**src/rtl/dtmr_pkg.sv**
```systemverilog
package dtmr_pkg;

  typedef enum logic [1:0] {
    RUN_OFF    = 2'd0,
    RUN_ONCE   = 2'd1,
    RUN_REPEAT = 2'd2,
    RUN_RSVD   = 2'd3
  } run_mode_e;

  localparam logic [1:0] TMODE_DUAL32 = 2'd1;

  localparam int ADR_ID       = 'h00;
  localparam int ADR_CNT_BASE = 'h10;
  localparam int ADR_PRD_BASE = 'h18;
  localparam int ADR_RUNCTL   = 'h20;
  localparam int ADR_GCTL     = 'h24;
  localparam int ADR_CMP_BASE = 'h60;

  localparam int N_HALVES = 2;

  function automatic int run_pos(input int half);
    return (half == 0) ? 6 : 22;
  endfunction

endpackage

```
**src/rtl/dtmr_half.sv**
```systemverilog
module dtmr_half
  import dtmr_pkg::*;
#(
  parameter int W = 32
) (
  input  logic         clk,
  input  logic         rst,
  input  logic         run_ok,
  input  logic [1:0]   mode,
  input  logic         cnt_we,
  input  logic         prd_we,
  input  logic [W-1:0] wdata,
  output logic [W-1:0] cnt,
  output logic [W-1:0] prd,
  output logic         active,
  output logic         once_done,
  output logic         irq
);

  logic at_end;
  logic step;

  assign active    = run_ok && (mode == RUN_ONCE || mode == RUN_REPEAT);
  assign step      = active && !cnt_we;
  assign at_end    = (cnt == prd);
  assign once_done = step && at_end && (mode == RUN_ONCE);

  always_ff @(posedge clk) begin
    if (rst) begin
      prd <= '0;
    end else if (prd_we) begin
      prd <= wdata;
    end
  end

  always_ff @(posedge clk) begin
    if (rst) begin
      cnt <= '0;
    end else if (cnt_we) begin
      cnt <= wdata;
    end else if (step) begin
      if (at_end) begin
        if (mode == RUN_REPEAT) cnt <= '0;
      end else begin
        cnt <= cnt + 1'b1;
      end
    end
  end

  always_ff @(posedge clk) begin
    if (rst) irq <= 1'b0;
    else     irq <= step && at_end;
  end

endmodule

```
**src/rtl/dtmr_cmp_bank.sv**
```systemverilog
module dtmr_cmp_bank #(
  parameter int W     = 32,
  parameter int N     = 8,
  parameter int IDX_W = (N > 1) ? $clog2(N) : 1
) (
  input  logic             clk,
  input  logic             rst,
  input  logic             we,
  input  logic [IDX_W-1:0] idx,
  input  logic [W-1:0]     wdata,
  input  logic [W-1:0]     cnt,
  input  logic             enable,
  output logic [W-1:0]     rd_val,
  output logic             irq
);

  logic [W-1:0] cmp_q [N];
  logic [N-1:0] match;

  for (genvar k = 0; k < N; k++) begin : g_slot
    always_ff @(posedge clk) begin
      if (rst) begin
        cmp_q[k] <= '0;
      end else if (we && idx == IDX_W'(k)) begin
        cmp_q[k] <= wdata;
      end
    end
    assign match[k] = (cmp_q[k] == cnt);
  end

  assign rd_val = cmp_q[idx];

  always_ff @(posedge clk) begin
    if (rst) irq <= 1'b0;
    else     irq <= enable && (|match);
  end

endmodule

```
**src/rtl/dual_timer_cmp.sv**
```systemverilog
module dual_timer_cmp
  import dtmr_pkg::*;
#(
  parameter int             DW        = 32,
  parameter int             AW        = 8,
  parameter int             N_CMP     = 8,
  parameter logic [DW-1:0]  PERIPH_ID = 32'h0107_0A31
) (
  input  logic          clk,
  input  logic          rst,
  input  logic          bus_sel,
  input  logic          bus_wr,
  input  logic [AW-1:0] bus_addr,
  input  logic [DW-1:0] bus_wdata,
  output logic [DW-1:0] bus_rdata,
  output logic          irq_lo,
  output logic          irq_hi,
  output logic          irq_cmp
);

  localparam int IDX_W   = (N_CMP > 1) ? $clog2(N_CMP) : 1;
  localparam int CMP_END = ADR_CMP_BASE + 4 * N_CMP;

  logic wr_stb, rd_stb;
  assign wr_stb = bus_sel && bus_wr;
  assign rd_stb = bus_sel && !bus_wr;

  // global control
  logic [1:0] tmode;
  logic [1:0] half_rs;
  always_ff @(posedge clk) begin
    if (rst) begin
      tmode   <= '0;
      half_rs <= '0;
    end else if (wr_stb && bus_addr == AW'(ADR_GCTL)) begin
      tmode   <= bus_wdata[3:2];
      half_rs <= bus_wdata[1:0];
    end
  end

  logic runctl_we;
  assign runctl_we = wr_stb && bus_addr == AW'(ADR_RUNCTL);

  logic [1:0]    run_mode [N_HALVES];
  logic [DW-1:0] cnt_q    [N_HALVES];
  logic [DW-1:0] prd_q    [N_HALVES];
  logic [N_HALVES-1:0] cnt_we, prd_we, active, once_done, irq_v;

  for (genvar h = 0; h < N_HALVES; h++) begin : g_half
    localparam int POS = run_pos(h);

    assign cnt_we[h] = wr_stb && bus_addr == AW'(ADR_CNT_BASE + 4 * h);
    assign prd_we[h] = wr_stb && bus_addr == AW'(ADR_PRD_BASE + 4 * h);

    always_ff @(posedge clk) begin
      if (rst) begin
        run_mode[h] <= RUN_OFF;
      end else if (runctl_we) begin
        run_mode[h] <= bus_wdata[POS +: 2];
      end else if (once_done[h]) begin
        run_mode[h] <= RUN_OFF;
      end
    end

    dtmr_half #(.W(DW)) u_half (
      .clk       (clk),
      .rst       (rst),
      .run_ok    (half_rs[h] && tmode == TMODE_DUAL32),
      .mode      (run_mode[h]),
      .cnt_we    (cnt_we[h]),
      .prd_we    (prd_we[h]),
      .wdata     (bus_wdata),
      .cnt       (cnt_q[h]),
      .prd       (prd_q[h]),
      .active    (active[h]),
      .once_done (once_done[h]),
      .irq       (irq_v[h])
    );
  end

  assign irq_lo = irq_v[0];
  assign irq_hi = irq_v[1];

  // compare bank on the low half
  logic             in_cmp;
  logic [IDX_W-1:0] cmp_idx;
  logic [DW-1:0]    cmp_rd;
  logic [AW-1:0]    cmp_off;

  assign in_cmp  = (bus_addr >= AW'(ADR_CMP_BASE)) && (int'(bus_addr) < CMP_END);
  assign cmp_off = bus_addr - AW'(ADR_CMP_BASE);
  assign cmp_idx = cmp_off[IDX_W+1:2];

  dtmr_cmp_bank #(.W(DW), .N(N_CMP), .IDX_W(IDX_W)) u_cmp (
    .clk    (clk),
    .rst    (rst),
    .we     (wr_stb && in_cmp),
    .idx    (cmp_idx),
    .wdata  (bus_wdata),
    .cnt    (cnt_q[0]),
    .enable (active[0] && !cnt_we[0]),
    .rd_val (cmp_rd),
    .irq    (irq_cmp)
  );

  // read path
  logic [DW-1:0] runctl_rd;
  always_comb begin
    runctl_rd = '0;
    runctl_rd[run_pos(0) +: 2] = run_mode[0];
    runctl_rd[run_pos(1) +: 2] = run_mode[1];
  end

  logic [DW-1:0] rd_mux;
  always_comb begin
    rd_mux = '0;
    if (in_cmp) begin
      rd_mux = cmp_rd;
    end else begin
      case (bus_addr)
        AW'(ADR_ID):           rd_mux = PERIPH_ID;
        AW'(ADR_CNT_BASE):     rd_mux = cnt_q[0];
        AW'(ADR_CNT_BASE + 4): rd_mux = cnt_q[1];
        AW'(ADR_PRD_BASE):     rd_mux = prd_q[0];
        AW'(ADR_PRD_BASE + 4): rd_mux = prd_q[1];
        AW'(ADR_RUNCTL):       rd_mux = runctl_rd;
        AW'(ADR_GCTL):         rd_mux = DW'({tmode, half_rs});
        default:               rd_mux = '0;
      endcase
    end
  end

  always_ff @(posedge clk) begin
    if (rst)         bus_rdata <= '0;
    else if (rd_stb) bus_rdata <= rd_mux;
  end

  // flat views for the checker
  logic [DW-1:0] lo_cnt, lo_prd, hi_cnt, hi_prd;
  logic [1:0]    lo_mode;
  assign lo_cnt  = cnt_q[0];
  assign lo_prd  = prd_q[0];
  assign hi_cnt  = cnt_q[1];
  assign hi_prd  = prd_q[1];
  assign lo_mode = run_mode[0];

endmodule

```
**config.mk**
```make
export PLATFORM = sky130hd
export DESIGN_NAME = dual_timer_cmp
export DESIGN_NICKNAME = d
export VERILOG_FILES = /design/src/rtl/dtmr_pkg.sv /design/src/rtl/dtmr_half.sv /design/src/rtl/dtmr_cmp_bank.sv /design/src/rtl/dual_timer_cmp.sv
export SDC_FILE = /design/constraint.sdc
export NUM_CORES = 1
export LEC_CHECK = 0
export BUFFER_PORTS_ARGS = -buffer_cell sky130_fd_sc_hd__buf_2
export CAP_MARGIN = 20
export CORE_UTILIZATION = 50
export DETAILED_ROUTE_END_ITERATION = 10
export GPL_TIMING_DRIVEN = 0
export PLACE_DENSITY = 0.65
export SLEW_MARGIN = 25
export SYNTH_ARGS = -nofsm -noshare
export SYNTH_HDL_FRONTEND = slang
export SYNTH_SLANG_ARGS = --single-unit
```
**constraint.sdc**
```tcl
create_clock -name clk -period 5.7 [get_ports clk]
set_clock_uncertainty 0.1 [all_clocks]
set_input_delay 0.855 -clock clk [delete_from_list [all_inputs] [get_ports clk]]
set_output_delay 0.855 -clock clk [all_outputs]
set_load 0.01 [all_outputs]
```
==> out/results.ini, run 1 <==
[route]
postRouteAntennaNets = 0
drc_errors = 4
routed_wl_mm = 111
first_pass_iters = 9
post_drt_wl_per_cell_um = 34.7
first_iter_violations = 3743
vias = 21400
vias_per_cell = 6.68

[placed_design]
gp_congestion = 1.06
dpl_cell_area_um2 = 26300
hpwl_mm = 87.4
dp_slack_ns = 1.39
port-buffer-count = 77
place_inst = 3106

[sta]
fmax_mhz = 244
relSlewSlack_pct = 25.8
setup_slack_ns = 1.60
rsz0062_at_grt = no
hold_slack_ns = 0.386
finalCriticalPeriod_ns = 4.10
setup-violations-final = 0
fin_crit_sh_pct = 71.8
finalHoldViolations = 0
slew_violations = 0
tightest_slew_ns = 1.11

[worst_setup_path]
crit_chain = buf_2, xnor2_1, nand4_1, nor4_2, nand2_1, buf_2, buf_2, a22oi_1, o22ai_1
arrival_ns = 4.46
path_max_fanout = 10
cp_slowest_stage_delay_ns = 0.95
path_common_cell = buf_2
worstSetupPathType = register to register
crit_slowest_cell = nor4_2
endpoint_kind = register
startpoint_type = register
crit_required_ns = 6.06

[yosys]
synthTopCellsByArea = edfxtp_1, dfxtp_1, xor2_1
synth_seq_area_share_pct = 45.1
synth_enable_flop_cells = 260
ys_seq_elements = 427
ys_types = 70
synthesis.nets = 2402
async_flop_share_pct = 0
yosysWarnings = 0
syn_area_um2 = 24700
avgSynthCellArea_um2 = 10.5
netlist.area_leader.share_pct = 31.6
synth.largest_area_cell = edfxtp_1
synth_cells = 2352
synthFlopType = edfxtp_1

[floorplan]
start_util_pct = 50.6
num_rows = 81
dieArea_um2 = 50300
placeableCoreArea_um2 = 48800
die_w_um = 224
die-height_um = 224
ioPinCount = 79

[cells_and_area]
final_core_util_pct = 57.6
final_cells = 3200
fillCellCount = 4228
final_cell_area_um2 = 28100
syn_to_final_growth_pct = 13.9
nets = 2543
drive_above_1_share_pct = 16.5

[power]
pwr_density_cell_nw_per_um2 = 279
vdd_drop_max_v = 0.000237
p_leak_nw = 10.7

[clock_tree]
clkLatencyLatePin_ns = 0.64
postCtsHoldBufs = 0
cts_made_buffers = 49
cts_tree = built
clk_pin_slew_ns = 0.07
htree_levels = 2
cts_setup_buffers = 0
root_buffer = clkbuf_16
ctsResizeCount = 0
clk_path_buf_depth = 3
cts.sinks = 427

[global_routing]
overflow = 0
grt_pass1_wl_mm = 152
antenna_found_initial = 3
grt_max_degree = 19
grt_use_total_pct = 43.9
grt_pass1_vias = 19600

[outcome]
violations = design-rule violations
status = finished, violations left

[job]
cap_viol_max_count = 0

[hold_path]
min_path_type = register to register

power by group:
group | internal, W | switching [W]
Combinational | 0.000251 | 0.000558
Clock | 0.00214 | 0.00142
Sequential | 0.00339 | 0.0000933
Total | 0.00578 | 0.00208
flip-flops by register name (all words and copies together) (netlist names), 2 cells and up:
register and flops:
g_half.u_half.irq 2, u_cmp.cmp_q 256, g_half.u_half.prd 64, bus_rdata 32, tmode 2, g_half.u_half.cnt 64
run_mode 4, half_rs 2
logic make-up (layout without fill, tap and decap cells):
kind of cell	count (synthesis)	count (layout)	synth area share, %
and+or+nand+nor	865	865	18.8
DFF	427	427	45.1
xor gates and xnor gates	331	331	11.7
AOI/OAI and AO/OA	308	308	8.39
buffers and inverters	260	440	4.33
muxes	155	155	11.3
adders and majority gates	6	6	0.304
other	0	4	0
synth_stat cells, types with 4 or more instances:
cell,number
a211oi_1,48
a211oi_2,9
a21o_1,5
a21oi_1,108
a221oi_1,22
a222oi_1,7
a22oi_1,9
a31o_2,5
a31oi_1,8
and2_1,268
and3_1,9
and4_1,8
buf_1,26
buf_2,60
clkbuf_1,147
dfxtp_1,167
edfxtp_1,260
ha_1,6
inv_1,22
mux2_2,34
mux2i_1,25
mux4_2,96
nand2_1,196
nand3_1,39
nand4_1,48
nor2_1,135
nor2b_1,4
nor3_1,36
nor3_2,7
nor4_1,78
nor4_2,8
o21ai_0,42
o22ai_1,11
o311ai_0,5
o31ai_1,6
or2_2,4
or3_1,7
xnor2_1,39
xor2_1,292
worst max-delay path, delay by kind of cell, from the launching register on:
family,cells,cell delay [ns]
flip-flops,1,0.30
XOR/XNOR,1,0.57
AO/OA/AOI/OAI,2,0.34
AND/OR/NAND/NOR,3,1.80
buffers and inverters,3,0.80
metal layers:
layer	vias to the layer above	GRT usage, %	wire [um]
li1	8743	-	-
met1	10600	63.5	45400
met2	1722	60.5	44700
met3	264	15.0	16200
met4	2	16.0	4540
met5	-	0	100
final timing paths:
kind                            start                        to  slack [ns]  cells past startpoint
min          g_half[0].u_half.prd[23]  g_half[0].u_half.prd[23]        0.39                      2
max          g_half[1].u_half.cnt[15]  g_half[1].u_half.cnt[20]        1.60                      9
max reg2reg  g_half[1].u_half.cnt[15]  g_half[1].u_half.cnt[20]        1.60                      9
min reg2reg  g_half[0].u_half.prd[23]  g_half[0].u_half.prd[23]        0.39                      2
cells in the final DEF (no fill, tap or decap), drive strengths merged, types with 5 or more instances in the layout:
| cell | n |
|---|---|
| a211oi | 57 |
| a21o | 5 |
| a21oi | 108 |
| a221oi | 22 |
| a222oi | 7 |
| a22oi | 9 |
| a31o | 5 |
| a31oi | 8 |
| and2 | 268 |
| and3 | 9 |
| and4 | 8 |
| buf | 180 |
| bufinv | 7 |
| clkbuf | 218 |
| clkinv | 9 |
| dfxtp | 167 |
| edfxtp | 260 |
| ha | 6 |
| inv | 25 |
| mux2 | 34 |
| mux2i | 25 |
| mux4 | 96 |
| nand2 | 196 |
| nand3 | 39 |
| nand4 | 49 |
| nor2 | 135 |
| nor3 | 43 |
| nor4 | 87 |
| o21ai | 42 |
| o22ai | 11 |
| o311ai | 5 |
| o31ai | 7 |
| or2 | 5 |
| or3 | 7 |
| xnor2 | 39 |
| xor2 | 292 |
layout make-up:
cell class	count	area, um2	area share [%]
multi-input combinational	1665	12600	44.8
sequential	427	11200	39.6
clock buffer	70	1490	5.29
buffer	238	990	3.52
tap	664	831	2.95
timing repair buffer	90	683	2.43
clock inverter	20	305	1.08
inverter	22	82.6	0.293
antenna	4	10.0	0.0356
per-stage QoR:
stage               total power [W]  setup TNS, ns
CTS                         0.00778              0
detailed placement          0.00431              0
floorplan                   0.00391              0
global placement            0.00428        -367.83
finish                      0.00785              0
global route                0.00795              0
(Power assumes the default switching activity.)
==> inputs of run 2 (changes only) <==
- PLACE_DENSITY: 0.65 -> 0.68
- clock period: 5.7 -> 3.65 ns (I/O delays scaled with it)
==> out/results.ini, run 2 (synthesis results as in run 1) <==
[route]
routed_wl_mm = 105  ; was 111 mm
wl_met1_mm = 39.0  ; was 45.4 mm
vias = 21300  ; was 21400
vias_per_cell = 6.66  ; was 6.68
postRouteAntennaNets = 0  ; unchanged
first_iter_violations = 3922  ; was 3743
wl_met3_mm = 17.7  ; was 16.2 mm
wl_met2_mm = 42.7  ; was 44.7 mm
first_pass_iters = 7  ; was 9
highest-signal-layer = met5  ; unchanged
drc_errors = 0  ; was 4
post_drt_wl_per_cell_um = 32.6  ; was 34.7 um

[cells_and_area]
syn_to_final_growth_pct = 13.5  ; was 13.9%
final_cells = 3201  ; was 3200
top_register = u_cmp.cmp_q  ; unchanged
multi_input_comb_area_um2 = 12600  ; about the same
drive_above_1_share_pct = 16.6  ; was 16.5%
final_core_util_pct = 57.4  ; was 57.6%
final_cell_mix = xor2_1, and2_1, edfxtp_1, nand2_1, dfxtp_1  ; unchanged
fillCellCount = 4256  ; was 4228
layout_commonest_cell = xor2_1  ; unchanged
largestRegisters = u_cmp.cmp_q x256, g_half.u_half.cnt x64, g_half.u_half.prd x64  ; unchanged
largest_reg_flops = 256  ; unchanged
nets = 2544  ; was 2543
seq_area_um2 = 11200  ; unchanged

[clock_tree]
htree_levels = 2  ; unchanged
cts_made_buffers = 48  ; was 49
clk_path_buf_depth = 3  ; unchanged
cts_tree = built  ; unchanged
root_buffer = clkbuf_16  ; unchanged
clk_pin_slew_ns = 0.06  ; was 0.07 ns
cts.sinks = 427  ; unchanged
postCtsHoldBufs = 0  ; unchanged
clkLatencyLatePin_ns = 0.63  ; was 0.64 ns

[global_routing]
grt_pass1_vias = 19700  ; was 19600
grt_use_total_pct = 41.2  ; was 43.9%
overflow = 0  ; unchanged
grt_pass1_wl_mm = 144  ; was 152 mm
antenna_found_initial = 2  ; was 3
grt_max_degree = 20  ; was 19

[worst_setup_path]
crit_slowest_cell = nor4_4  ; was nor4_2
worstSetupPathType = register to register  ; unchanged
crit_required_ns = 4.07  ; was 6.06 ns
startpoint_type = register  ; unchanged
cp_slowest_stage_delay_ns = 0.69  ; was 0.95 ns
worstSetupStartpoint = g_half[1].u_half.cnt[15]  ; unchanged
endpoint_kind = register  ; unchanged
arrival_ns = 4.11  ; was 4.46 ns
worst_r2r_startpoint = g_half[1].u_half.cnt[15]  ; unchanged
path_common_cell = buf_2  ; unchanged
crit_chain = buf_2, xnor2_1, nand4_1, nor4_4, a31o_2, buf_4, buf_2, nand2_1, a31oi_1  ; was buf_2, xnor2_1, nand4_1, nor4_2, nand2_1, buf_2, buf_2, a22oi_1, o22ai_1
path_max_fanout = 10  ; unchanged

[floorplan]
num_rows = 81  ; unchanged
placeableCoreArea_um2 = 48800  ; unchanged
ioPinCount = 79  ; unchanged
die_w_um = 224  ; unchanged
start_util_pct = 50.6  ; unchanged
dieArea_um2 = 50300  ; unchanged
die-height_um = 224  ; unchanged

[sta]
rsz0062_at_grt = no  ; unchanged
setup_tns_ns = -0.0373  ; was 0 ns
tightest_slew_ns = 1.17  ; was 1.11 ns
finalHoldViolations = 0  ; unchanged
setup-violations-final = 1  ; was 0
fin_crit_sh_pct = 101  ; was 71.8%
relSlewSlack_pct = 21.9  ; was 25.8%
fmax_mhz = 271  ; was 244 MHz
slew_violations = 0  ; unchanged
setup_slack_ns = -0.0373  ; was 1.60 ns
finalCriticalPeriod_ns = 3.69  ; was 4.10 ns

[placed_design]
gp_congestion = 1.10  ; was 1.06
port-buffer-count = 77  ; unchanged
place_inst = 3105  ; was 3106
hpwl_mm = 81.2  ; was 87.4 mm
dp_slack_ns = -0.288  ; was 1.39 ns

[power]
p_leak_nw = 10.6  ; was 10.7 nW
pwr_density_cell_nw_per_um2 = 424  ; was 279 nW/um2
vdd_drop_max_v = 0.000361  ; was 0.000237 V

[hold_path]
hp-start = bus_wdata[31]  ; was g_half[0].u_half.prd[23]
min_path_type = input pin to register  ; was register to register

[outcome]
violations = negative setup slack  ; was design-rule violations
status = finished, violations left  ; unchanged

[job]
cap_viol_max_count = 0  ; unchanged

[run 2: through the flow]
step / hold WS (ns) / total power, W / cell area [um2]
finish: 0.161 / 0.0119 / 28100
global placement: 0.369 / 0.00664 / 25900
detailed placement: 0.377 / 0.00669 / 26400
global route: 0.168 / 0.0121 / 28100
floorplan: 0.358 / 0.00611 / 24700
CTS: 0.139 / 0.0118 / 28000
[run 2: path summary, 6_finish.rpt]
kind                                    to  slack (ns)  cells after the start
setup / recovery  g_half[1].u_half.cnt[13]       -0.04                      9
hold / removal    g_half[1].u_half.cnt[31]        0.16                      3
setup reg to reg  g_half[1].u_half.cnt[13]       -0.04                      9
hold reg to reg   g_half[0].u_half.prd[29]        0.39                      2
[run 2: cell type report]
cell class | count | share of cell area (%)
well taps | 664 | 2.96
inverters | 22 | 0.294
multi-input cells | 1665 | 45.0
flip-flops and latches | 427 | 39.7
repair buffers | 92 | 2.54
clock buffers | 64 | 4.82
plain buffers | 238 | 3.54
diodes | 3 | 0.0268
clock inverters | 26 | 1.11
[run 2: power by group]
part	switching, W	internal, W
Clock	0.00218	0.00305
Sequential	0.000134	0.00529
Combinational	0.000855	0.000395
[run 2: critical path, delay by kind of cell (launching register included)]
| kind | cells | cell delay, ns |
|---|---|---|
| AOI/OAI and AO/OA | 2 | 0.51 |
| xor gates and xnor gates | 1 | 0.56 |
| buffers and inverters | 3 | 0.70 |
| DFF | 1 | 0.29 |
| and+or+nand+nor | 3 | 1.42 |
[run 2: timing repair]
action / in CTS / in global routing
resized for setup: 0 / 3
setup buffers: 0 / 0
endpoints found under the hold margin: 0 / 0
setup endpoints to repair: 0 / 30
[run 2: per-layer routing]
metal  track usage (%)  vias up
met5                 0        -
met4              17.4        4
met3              17.5      340
met2              57.9     1979
met1              55.5    10200
li1                  -     8740
